<file path="config.mk">
export PLATFORM = sky130hd
export DESIGN_NAME = tx_byte_queue
export DESIGN_NICKNAME = d
export VERILOG_FILES = /design/src/rtl/txq_pkg.sv /design/src/rtl/txq_csr.sv /design/src/rtl/txq_ptrs.sv /design/src/rtl/txq_store.sv /design/src/rtl/txq_region.sv /design/src/rtl/tx_byte_queue.sv
export SDC_FILE = /design/constraint.sdc
export NUM_CORES = 2
export LEC_CHECK = 0
export BUFFER_PORTS_ARGS = -buffer_cell sky130_fd_sc_hd__buf_2
export CAP_MARGIN = 25
export CORE_UTILIZATION = 57
export DETAILED_ROUTE_END_ITERATION = 10
export GPL_TIMING_DRIVEN = 0
export PLACE_DENSITY = 0.76
export SYNTH_ARGS = -nofsm -noshare
export SYNTH_HDL_FRONTEND = slang
export SYNTH_HIERARCHICAL = 1
export SYNTH_SLANG_ARGS = --single-unit
</file>
<file path="constraint.sdc">
create_clock -name clk -period 2.8 [get_ports clk]
set_input_delay 0.28 -clock clk [delete_from_list [all_inputs] [get_ports clk]]
set_output_delay 0.28 -clock clk [all_outputs]
set_load 0.005 [all_outputs]
</file>
<file path="src/rtl/txq_pkg.sv">
package txq_pkg;
  localparam int REG_AW = 4;
  localparam logic [REG_AW-1:0] OFS_PUSH   = 4'd0;
  localparam logic [REG_AW-1:0] OFS_WPTR   = 4'd1;
  localparam logic [REG_AW-1:0] OFS_RPTR   = 4'd2;
  localparam logic [REG_AW-1:0] OFS_CTRL   = 4'd3;
  localparam logic [REG_AW-1:0] OFS_STAT   = 4'd4;
  localparam logic [REG_AW-1:0] OFS_COUNT  = 4'd5;
  localparam logic [REG_AW-1:0] OFS_ESTART = 4'd7;
  localparam logic [REG_AW-1:0] OFS_ELEN   = 4'd8;

  typedef struct packed {
    logic push;
    logic wp_we;
    logic rp_we;
    logic clr;
    logic es_we;
    logic el_we;
  } wr_strobe_t;
endpackage

</file>
<file path="src/rtl/txq_csr.sv">
module txq_csr
  import txq_pkg::*;
#(
  parameter int PTR_W = 8
) (
  input  logic              clk,
  input  logic              rst_n,
  input  logic [REG_AW-1:0] reg_addr,
  input  logic              reg_wr,
  input  logic [2:0]        ctrl_bits,
  input  logic [PTR_W:0]    wptr,
  input  logic [PTR_W:0]    rptr,
  input  logic              full,
  input  logic              empty,
  input  logic [7:0]        count,
  input  logic [7:0]        enc_start,
  input  logic [7:0]        enc_len,
  output wr_strobe_t        stb,
  output logic              fifo_en,
  output logic              auto_rgn,
  output logic [7:0]        reg_rdata
);
  always_comb begin
    stb       = '0;
    stb.push  = reg_wr && (reg_addr == OFS_PUSH);
    stb.wp_we = reg_wr && (reg_addr == OFS_WPTR);
    stb.rp_we = reg_wr && (reg_addr == OFS_RPTR);
    stb.clr   = reg_wr && (reg_addr == OFS_CTRL) && ctrl_bits[0];
    stb.es_we = reg_wr && (reg_addr == OFS_ESTART);
    stb.el_we = reg_wr && (reg_addr == OFS_ELEN);
  end

  always_ff @(posedge clk) begin
    if (!rst_n) begin
      fifo_en  <= 1'b0;
      auto_rgn <= 1'b0;
    end else if (reg_wr && (reg_addr == OFS_CTRL)) begin
      fifo_en  <= ctrl_bits[1];
      auto_rgn <= ctrl_bits[2];
    end
  end

  always_comb begin
    reg_rdata = 8'h00;
    case (reg_addr)
      OFS_WPTR:   reg_rdata = 8'(wptr[PTR_W-1:0]);
      OFS_RPTR:   reg_rdata = 8'(rptr[PTR_W-1:0]);
      OFS_CTRL:   reg_rdata = {5'b0, auto_rgn, fifo_en, 1'b0};
      OFS_STAT:   reg_rdata = {wptr[PTR_W], rptr[PTR_W], 4'b0, full, empty};
      OFS_COUNT:  reg_rdata = count;
      OFS_ESTART: reg_rdata = enc_start;
      OFS_ELEN:   reg_rdata = enc_len;
      default:    reg_rdata = 8'h00;
    endcase
  end

  // a control write sets the enable field from data bit 1
  p_ctrl_en_r7: assert property (@(posedge clk) disable iff (!rst_n)
    (reg_wr && reg_addr == OFS_CTRL) |=> (fifo_en == $past(ctrl_bits[1])));
endmodule

</file>
<file path="src/rtl/txq_ptrs.sv">
module txq_ptrs
  import txq_pkg::*;
#(
  parameter int PTR_W = 8
) (
  input  logic             clk,
  input  logic             rst_n,
  input  wr_strobe_t       stb,
  input  logic [7:0]       wdata,
  input  logic             fifo_en,
  input  logic             tx_ready,
  output logic             tx_avail,
  output logic             push_ok,
  output logic             pop_ok,
  output logic [PTR_W:0]   wptr,
  output logic [PTR_W:0]   rptr,
  output logic             full,
  output logic             empty,
  output logic [7:0]       count
);
  logic [PTR_W:0] fill;

  assign empty    = (wptr == rptr);
  assign full     = (wptr[PTR_W-1:0] == rptr[PTR_W-1:0]) && (wptr[PTR_W] != rptr[PTR_W]);
  assign fill     = wptr - rptr;
  assign count    = 8'(fill);
  assign tx_avail = fifo_en && !empty;
  assign push_ok  = stb.push && fifo_en && !full;
  assign pop_ok   = tx_ready && tx_avail && !stb.clr;

  always_ff @(posedge clk) begin
    if (!rst_n || stb.clr) begin
      wptr <= '0;
    end else if (stb.wp_we) begin
      wptr <= {wptr[PTR_W], wdata[PTR_W-1:0]};
    end else if (push_ok) begin
      wptr <= wptr + 1'b1;
    end
  end

  always_ff @(posedge clk) begin
    if (!rst_n || stb.clr) begin
      rptr <= '0;
    end else if (stb.rp_we) begin
      rptr <= {rptr[PTR_W], wdata[PTR_W-1:0]};
    end else if (pop_ok) begin
      rptr <= rptr + 1'b1;
    end
  end

  p_push_adv_r1: assert property (@(posedge clk) disable iff (!rst_n)
    (stb.push && fifo_en && !full && !stb.clr && !stb.wp_we) |=> (wptr == $past(wptr) + 1'b1));
  p_no_overflow_r3: assert property (@(posedge clk) disable iff (!rst_n)
    (stb.push && full && !stb.clr && !stb.wp_we) |=> $stable(wptr));
  p_no_underflow_r3: assert property (@(posedge clk) disable iff (!rst_n)
    (tx_ready && empty && !stb.clr && !stb.rp_we) |=> $stable(rptr));
  p_flags_excl_r4: assert property (@(posedge clk) disable iff (!rst_n)
    !(full && empty));
  p_clear_r7: assert property (@(posedge clk) disable iff (!rst_n)
    stb.clr |=> (wptr == '0 && rptr == '0));
  p_both_r11: assert property (@(posedge clk) disable iff (!rst_n)
    (push_ok && pop_ok && !stb.wp_we && !stb.rp_we) |=> (count == $past(count)));
endmodule

</file>
<file path="src/rtl/txq_store.sv">
module txq_store #(
  parameter int PTR_W = 8
) (
  input  logic             clk,
  input  logic             rst_n,
  input  logic             push_ok,
  input  logic [PTR_W-1:0] waddr,
  input  logic [7:0]       wdata,
  input  logic             pop_ok,
  input  logic [PTR_W-1:0] raddr,
  output logic [7:0]       tx_data,
  output logic             tx_data_vld
);
  localparam int DEPTH = 1 << PTR_W;

  logic [7:0] mem [DEPTH];

  always_ff @(posedge clk) begin
    if (push_ok) mem[waddr] <= wdata;
  end

  always_ff @(posedge clk) begin
    if (!rst_n) begin
      tx_data     <= 8'h00;
      tx_data_vld <= 1'b0;
    end else begin
      tx_data_vld <= pop_ok;
      if (pop_ok) tx_data <= mem[raddr];
    end
  end

  // a transfer produces exactly one valid beat on the next cycle
  p_vld_follows_r2: assert property (@(posedge clk) disable iff (!rst_n)
    pop_ok |=> tx_data_vld);
  p_vld_only_r2: assert property (@(posedge clk) disable iff (!rst_n)
    !pop_ok |=> !tx_data_vld);
endmodule

</file>
<file path="src/rtl/txq_region.sv">
module txq_region
  import txq_pkg::*;
#(
  parameter int PTR_W = 8
) (
  input  logic             clk,
  input  logic             rst_n,
  input  wr_strobe_t       stb,
  input  logic [7:0]       wdata,
  input  logic             auto_rgn,
  input  logic             push_ok,
  input  logic             empty,
  input  logic [PTR_W-1:0] waddr,
  output logic [7:0]       enc_start,
  output logic [7:0]       enc_len
);
  logic [PTR_W-1:0] next_addr;
  logic             capture;

  assign next_addr = waddr + 1'b1;
  assign capture   = auto_rgn && push_ok && empty;

  always_ff @(posedge clk) begin
    if (!rst_n) begin
      enc_start <= 8'h00;
      enc_len   <= 8'h00;
    end else begin
      if (stb.es_we)      enc_start <= wdata;
      else if (capture)   enc_start <= 8'(next_addr);
      if (stb.el_we)      enc_len   <= wdata;
      else if (capture)   enc_len   <= wdata;
    end
  end

  p_auto_len_r9: assert property (@(posedge clk) disable iff (!rst_n)
    (auto_rgn && push_ok && empty) |=> (enc_len == $past(wdata)));
  p_auto_hold_r9: assert property (@(posedge clk) disable iff (!rst_n)
    (push_ok && !empty) |=> ($stable(enc_start) && $stable(enc_len)));
  p_direct_wr_r8: assert property (@(posedge clk) disable iff (!rst_n)
    stb.es_we |=> (enc_start == $past(wdata)));
endmodule

</file>
<file path="src/rtl/tx_byte_queue.sv">
module tx_byte_queue
  import txq_pkg::*;
#(
  parameter int PTR_W = 8
) (
  input  logic              clk,
  input  logic              rst_n,
  input  logic [REG_AW-1:0] reg_addr,
  input  logic              reg_wr,
  input  logic [7:0]        reg_wdata,
  output logic [7:0]        reg_rdata,
  input  logic              tx_ready,
  output logic              tx_avail,
  output logic [7:0]        tx_data,
  output logic              tx_data_vld,
  output logic [7:0]        enc_start,
  output logic [7:0]        enc_len
);
  wr_strobe_t     stb;
  logic           fifo_en, auto_rgn;
  logic           push_ok, pop_ok, full, empty;
  logic [PTR_W:0] wptr, rptr;
  logic [7:0]     count;

  txq_csr #(.PTR_W(PTR_W)) u_csr (
    .clk(clk), .rst_n(rst_n), .reg_addr(reg_addr), .reg_wr(reg_wr),
    .ctrl_bits(reg_wdata[2:0]), .wptr(wptr), .rptr(rptr), .full(full),
    .empty(empty), .count(count), .enc_start(enc_start), .enc_len(enc_len),
    .stb(stb), .fifo_en(fifo_en), .auto_rgn(auto_rgn), .reg_rdata(reg_rdata)
  );

  txq_ptrs #(.PTR_W(PTR_W)) u_ptrs (
    .clk(clk), .rst_n(rst_n), .stb(stb), .wdata(reg_wdata), .fifo_en(fifo_en),
    .tx_ready(tx_ready), .tx_avail(tx_avail), .push_ok(push_ok), .pop_ok(pop_ok),
    .wptr(wptr), .rptr(rptr), .full(full), .empty(empty), .count(count)
  );

  txq_store #(.PTR_W(PTR_W)) u_store (
    .clk(clk), .rst_n(rst_n), .push_ok(push_ok), .waddr(wptr[PTR_W-1:0]),
    .wdata(reg_wdata), .pop_ok(pop_ok), .raddr(rptr[PTR_W-1:0]),
    .tx_data(tx_data), .tx_data_vld(tx_data_vld)
  );

  txq_region #(.PTR_W(PTR_W)) u_region (
    .clk(clk), .rst_n(rst_n), .stb(stb), .wdata(reg_wdata), .auto_rgn(auto_rgn),
    .push_ok(push_ok), .empty(empty), .waddr(wptr[PTR_W-1:0]),
    .enc_start(enc_start), .enc_len(enc_len)
  );

  // the pop port only offers data when enabled and holding bytes
  p_avail_r2: assert property (@(posedge clk) disable iff (!rst_n)
    tx_avail |-> (fifo_en && !empty));
endmodule

</file>
Yosys cells after proc, flatten, opt, wreduce, memory -nomap -nowiden
Memories as Yosys holds them, arrays and structs flattened. A register that Yosys moved wholly into a read port is not among the register bits.
Index checks and enable logic that the tools add are counted.
Storage, ports and cells
  memories kept: 1
  bits in writable memories: 2048
  bits in registers: 37
  word-level logic and storage cells: 65
  output and inout bits: 34
Memories
  u_store.mem: words 256, width 8, rd ports 1, clocked after Yosys merged registers in 1, write ports 1, line txq_store.sv:16  | logic [7:0] mem [DEPTH];
Operators by class
  reductions and logical operators: 28
  add/sub/neg operators: 4
  bitwise operators: 2
  equal/unequal tests: 10
  mux-type cells: 11
Operators with widths (number)
  two-way mux 8 bit: 8
  one-hot mux 8 bit (7 select lines): 1
  adder 9 x 1 -> 9 bit, second input constant: 2
  logical AND 1 bit: 15
  == test 4 x 3 -> 1 bit, second input constant: 3
  == test 9 bit: 1
  adder 8 x 1 -> 8 bit, second input constant: 1
  == test 4 x 2 -> 1 bit, second input constant: 2
  == test 8 bit: 1
  nonzero test 2 bit: 4
  subtractor 8 bit: 1
  zero test 1 bit: 5
  == test 4 x 1 -> 1 bit, second input constant: 1
  == test 4 bit, second input constant: 1
  zero test 4 bit: 1
  AND reduction 2 bit: 2
  two-way mux 1 bit: 2
  inverter 1 bit: 2
  logical OR 1 bit: 1
  inequality test 1 bit: 1

Logic depth before layout (Yosys ltp)
  depth in word-level cells: 8
  depth in mapped cells: 13
  depth with buffers taken out: 11

Cells and area by module
The synthesis kept the hierarchy.
Modules (own cells, without submodules)
  txq_store: instances 1, cells each 3960, area each 79812.8 um2
  txq_ptrs: instances 1, cells each 172, area each 1353.8 um2
  txq_region: instances 1, cells each 100, area each 787.0 um2
  txq_csr: instances 1, cells each 90, area each 680.7 um2

Worst setup path after synthesis
No wires, ideal clock.
  path type: register to register
  from: register u_ptrs.rptr[2]
  to: memory u_store.mem[234][0] (enable)
  slack: -0.328 ns
  clock period less this slack: 3.128 ns
  arrival: 2.758 ns
  buffers on the path: 3
  data required time: 2.430 ns
  cell stages (with the launch flop): 11
  cell sequence: dfxtp_1 > inv_1 > ha_1 > nand4_1 > nor4_4 > nor2_2 > clkbuf_1 > clkbuf_1 > nand3_1 > clkbuf_1 > nor2_1
Between the ends
  word-level cells in the longest chain between the ends: 6
Ends and longest elaborated chain
  start, declared: line txq_ptrs.sv:16  | output logic [PTR_W:0] rptr,
  start signal, assigned: line txq_ptrs.sv:45  | rptr <= {rptr[PTR_W], wdata[PTR_W-1:0]};
  start signal, assigned: line txq_ptrs.sv:47  | rptr <= rptr + 1'b1;
  == test 8 bit: line txq_ptrs.sv:24  | assign full = (wptr[PTR_W-1:0] == rptr[PTR_W-1:0]) && (wptr[PTR_W] != rptr[PTR_W]);
  logical AND 1 bit: line txq_ptrs.sv:24
  zero test 1 bit: line txq_ptrs.sv:28  | assign push_ok = stb.push && fifo_en && !full;
  logical AND 1 bit: line txq_ptrs.sv:28
  via push_ok: line tx_byte_queue.sv:21  | logic push_ok, pop_ok, full, empty;
  two-way mux 1 bit: line txq_store.sv:19  | if (push_ok) mem[waddr] <= wdata;
  two-way mux 1 bit (implied by the code): line txq_store.sv:19
  end, declared: line txq_store.sv:16
The timed path passes the listed nets, and every way through them passes these cells.

Worst setup path after layout
  from: register u_ptrs.rptr[2]
  to: register u_store.tx_data[2] (read register of u_store.mem)
Between the ends
  word-level cells in the longest chain between the ends: 5
Ends and longest elaborated chain
  == test 9 bit: line txq_ptrs.sv:23  | assign empty = (wptr == rptr);
  zero test 1 bit: line txq_ptrs.sv:27  | assign tx_avail = fifo_en && !empty;
  logical AND 1 bit: line txq_ptrs.sv:27
  logical AND 1 bit (2 in a row): line txq_ptrs.sv:29  | assign pop_ok = tx_ready && tx_avail && !stb.clr;
  end, declared: line txq_store.sv:11  | output logic [7:0] tx_data,
Several ways; a longest one is shown, not always the timed one.
A chain may end at the register's enable or synchronous reset.

==> results_dict.tcl <==
set metrics [dict create \
    total_power_mw 64.2 \
    multiInputGateArea_um2 21500 \
    hold_ws_ns -0.0186 \
    cts.path.max_buffers 3 \
    slew_headroom_pct 29.2 \
    hold_class "in -> reg" \
    fill_cells 8484 \
    vias 49907 \
    reg2reg_slack_ns -0.76 \
    critPathSlowestCell "nor3_4" \
    drt-initial-drc-count 8881 \
    outcome "finished with violations" \
    violations "DRC, hold timing, setup timing" \
    syn_inst 4322 \
    ys_ff_latch 2093 \
    layout_common_cells "edfxtp_1 (2048), mux4_2 (361), mux2i_1 (321)" \
    min_from "reg_wdata[1]" \
    drv_slew 0 \
    grt_pass1_wl_um 369000 \
    yosysUniqueCellTypes 70 \
    final_common_cell "edfxtp_1" \
    timing.rr.start "u_ptrs/rptr[2]" \
    arrival_ns 4.33 \
    grt_pass1_vias 46834 \
    drt-total-wl_um 278000 \
    maxCapViolCount 0 \
    core.rowCount 139 \
    min_path_cells 1 \
    worstMarginPinSlew_ns 1.06 \
    r2r_end "u_store/tx_data[2]" \
    layout-drive-gt1-share_pct 32.8 \
    vdd_drop_max_v 0.000616 \
    start_kind "flop" \
    fin_area_um2 99600 \
    fin_crit_ns 3.56 \
    yosys_warnings 6 \
    design.portCount 50 \
    cts_tree "done" \
    skew_ns 0.0377 \
    cts.htree.levels 4 \
    finalCritPeriodShare_pct 127 \
    wl_per_cell_um 40.3 \
    insertion_delay_ns 0.85 \
    syn_area_um2 82600 \
    numPortBuffers 48 \
    yosysSeqAreaShare_pct 75.5 \
    fin_ws_ns -0.759 \
    dieArea_um2 146000 \
    hold-path-endpoint "u_store/mem[116][1]" \
    root_buffer "clkbuf_16" \
    drtAntennaViolNets 0 \
    synth.avg_cell_area_um2 19.1 \
    drc 8 \
    grt-ovfl-total 0 \
    cp_slowest_stage_delay_ns 0.56 \
    ff2ff_path_depth 11 \
    max_freq_mhz 281 \
    dp_hpwl_um 172000 \
    cts_sinks 2093 \
    cp_cell_sequence "buf_12, inv_1, clkbuf_4, nor2_4, clkbuf_4, clkbuf_4, a22oi_1, nand3_1, nand3_1, nor3_4, a211o_1" \
    path_common_cell "clkbuf_4" \
    dieWidth_um 383 \
    cp-end-kind "flop" \
    regArea_um2 62500 \
    die_h_um 383 \
    power_leakage_nw 30.3 \
    cts_buffers 201 \
    rsz0062_at_grt "yes" \
    antenna_found_initial 9 \
    path_buf_inv 5 \
    hold_viol 2 \
    cp_max_fo 10 \
    cellPowerDensity_nw_per_um2 645 \
    syn_nets 4349 \
    initial_core_util_pct 57.5 \
    core_area_um2 144000 \
    final_nets 4854 \
    place.gp.congestion 1.02 \
    dominantRegCellSynth "edfxtp_1" \
    setup_violations 2041 \
    cp_top_family "buffers and inverters" \
    dp_cells 6302 \
    worstPathRequired_ns 3.57 \
    clk_pin_slew_worst_paths_ns 0.07 \
    instances_no_fill 6911 \
    grt_max_degree 173 \
    grtUsageTotal_pct 37.2 \
    place_area_um2 86700 \
    vias_per_cell 7.22 \
    synth_edf_count 2048 \
    async_flop_share_pct 0 \
    drtPass1Iterations 9 \
    syn_to_final_growth_pct 20.5 \
    crit_type "reg -> reg" \
]
[Yosys cell counts, types with 24 or more instances]
master | number | share of area (%)
mux4_2 | 361 | 9.8
buf_6 | 40 | 0.55
dfxtp_1 | 45 | 1.1
edfxtp_1 | 2048 | 74
o22ai_1 | 120 | 0.91
o21ai_0 | 65 | 0.39
a22oi_1 | 85 | 0.77
clkbuf_1 | 123 | 0.56
buf_2 | 44 | 0.27
buf_4 | 41 | 0.37
nand3_1 | 70 | 0.42
mux2i_1 | 326 | 3.9
nand2_1 | 161 | 0.73
nor2_1 | 296 | 1.3
a211oi_1 | 54 | 0.49
a21oi_1 | 62 | 0.38
inv_1 | 24 | 0.11
o221ai_1 | 57 | 0.60
nor3_1 | 39 | 0.24
[layer usage]
layer  vias up  wire (µm)  track usage (%)
li1      18786          -                -
met1     25297      89200             47.5
met4         2      23000             24.1
met2      4742     119000             53.0
met5         -         12                0
met3      1080      46700             15.1
[worst max path at each step]
stage / startpoint / endpoint / cells past startpoint
final: u_ptrs/rptr[2] / u_store/tx_data[2] / 11
after global routing: u_ptrs/wptr[1] / reg_rdata[7] / 9
after CTS: u_ptrs/wptr[0] / reg_rdata[6] / 12
after detailed placement: u_ptrs/rptr[2] / u_store/tx_data[2] / 10
after global placement: reg_wdata[0] / u_store/tx_data[6] / 11
after floorplan: u_ptrs/rptr[2] / u_store/mem[175][0] / 9
[cells by family after synthesis]
group / share of synthesized area, %
flip-flops: 75.5
multiplexers: 13.9
AND/OR/NAND/NOR: 3.81
AO/OA/AOI/OAI: 4.36
buffers and inverters: 1.96
XOR/XNOR: 0.274
adder cells (fa/ha/maj): 0.176
[where the power goes]
group	total (mW)	internal (mW)	leakage (nW)	switching [mW]
clock network	27.5	15.7	3.24	11.8
logic	2.39	0.755	8.27	1.64
registers	34.4	34.4	18.8	0.0228
total	64.2	50.8	30.3	13.5
[flip-flops by register name, indices dropped and copies added, names as in the netlist]
signal               count
u_ptrs/rptr              9
u_ptrs/wptr              9
u_store/tx_data          8
u_csr/auto_rgn           1
u_region/enc_len         8
u_csr/fifo_en            1
u_store/mem           2048
u_region/enc_start       8
u_store/tx_data_vld      1
[final cells by class]
type                       instances  share of cell area, %
sequential                      2093                   62.7
multi-input combinational       1946                   21.6
tap                             1903                   2.39
clock inverter                   122                   1.27
inverter                          24                 0.0967
buffer                           257                   3.23
antenna                            7                 0.0176
timing repair buffer             304                   3.31
clock buffer                     255                   5.41
[per-stage QoR]
step | util (%) | worst slack (ns) | setup TNS (ns)
global placement | 59.9 | -3.49 | -6811.02
detailed placement | 60.3 | -2.94 | -3120.88
floorplan | - | 0.0163 | 0
global route | 69.3 | -0.761 | -598.84
CTS | 67.6 | -0.678 | -526.04
finish | 69.3 | -0.759 | -597.77
[worst register-to-register path: cells and delay by family (launching register included)]
family / cells / cell delay [ns]
AO/OA/AOI/OAI: 2 / 0.33
AND/OR/NAND/NOR: 4 / 1.33
flip-flops: 1 / 0.38
buffers and inverters: 5 / 1.45
[repair_timing]
action                                  4_1_cts  5_1_grt
resized for setup                           699      297
pin swaps                                    82       51
hold endpoints to repair                    218        0
hold buffers                                  9        0
endpoints found under the setup margin     2085     2065
gates cloned                                  1        4
setup buffers                                78      129
Note: power is estimated with default switching activity, not from simulation.
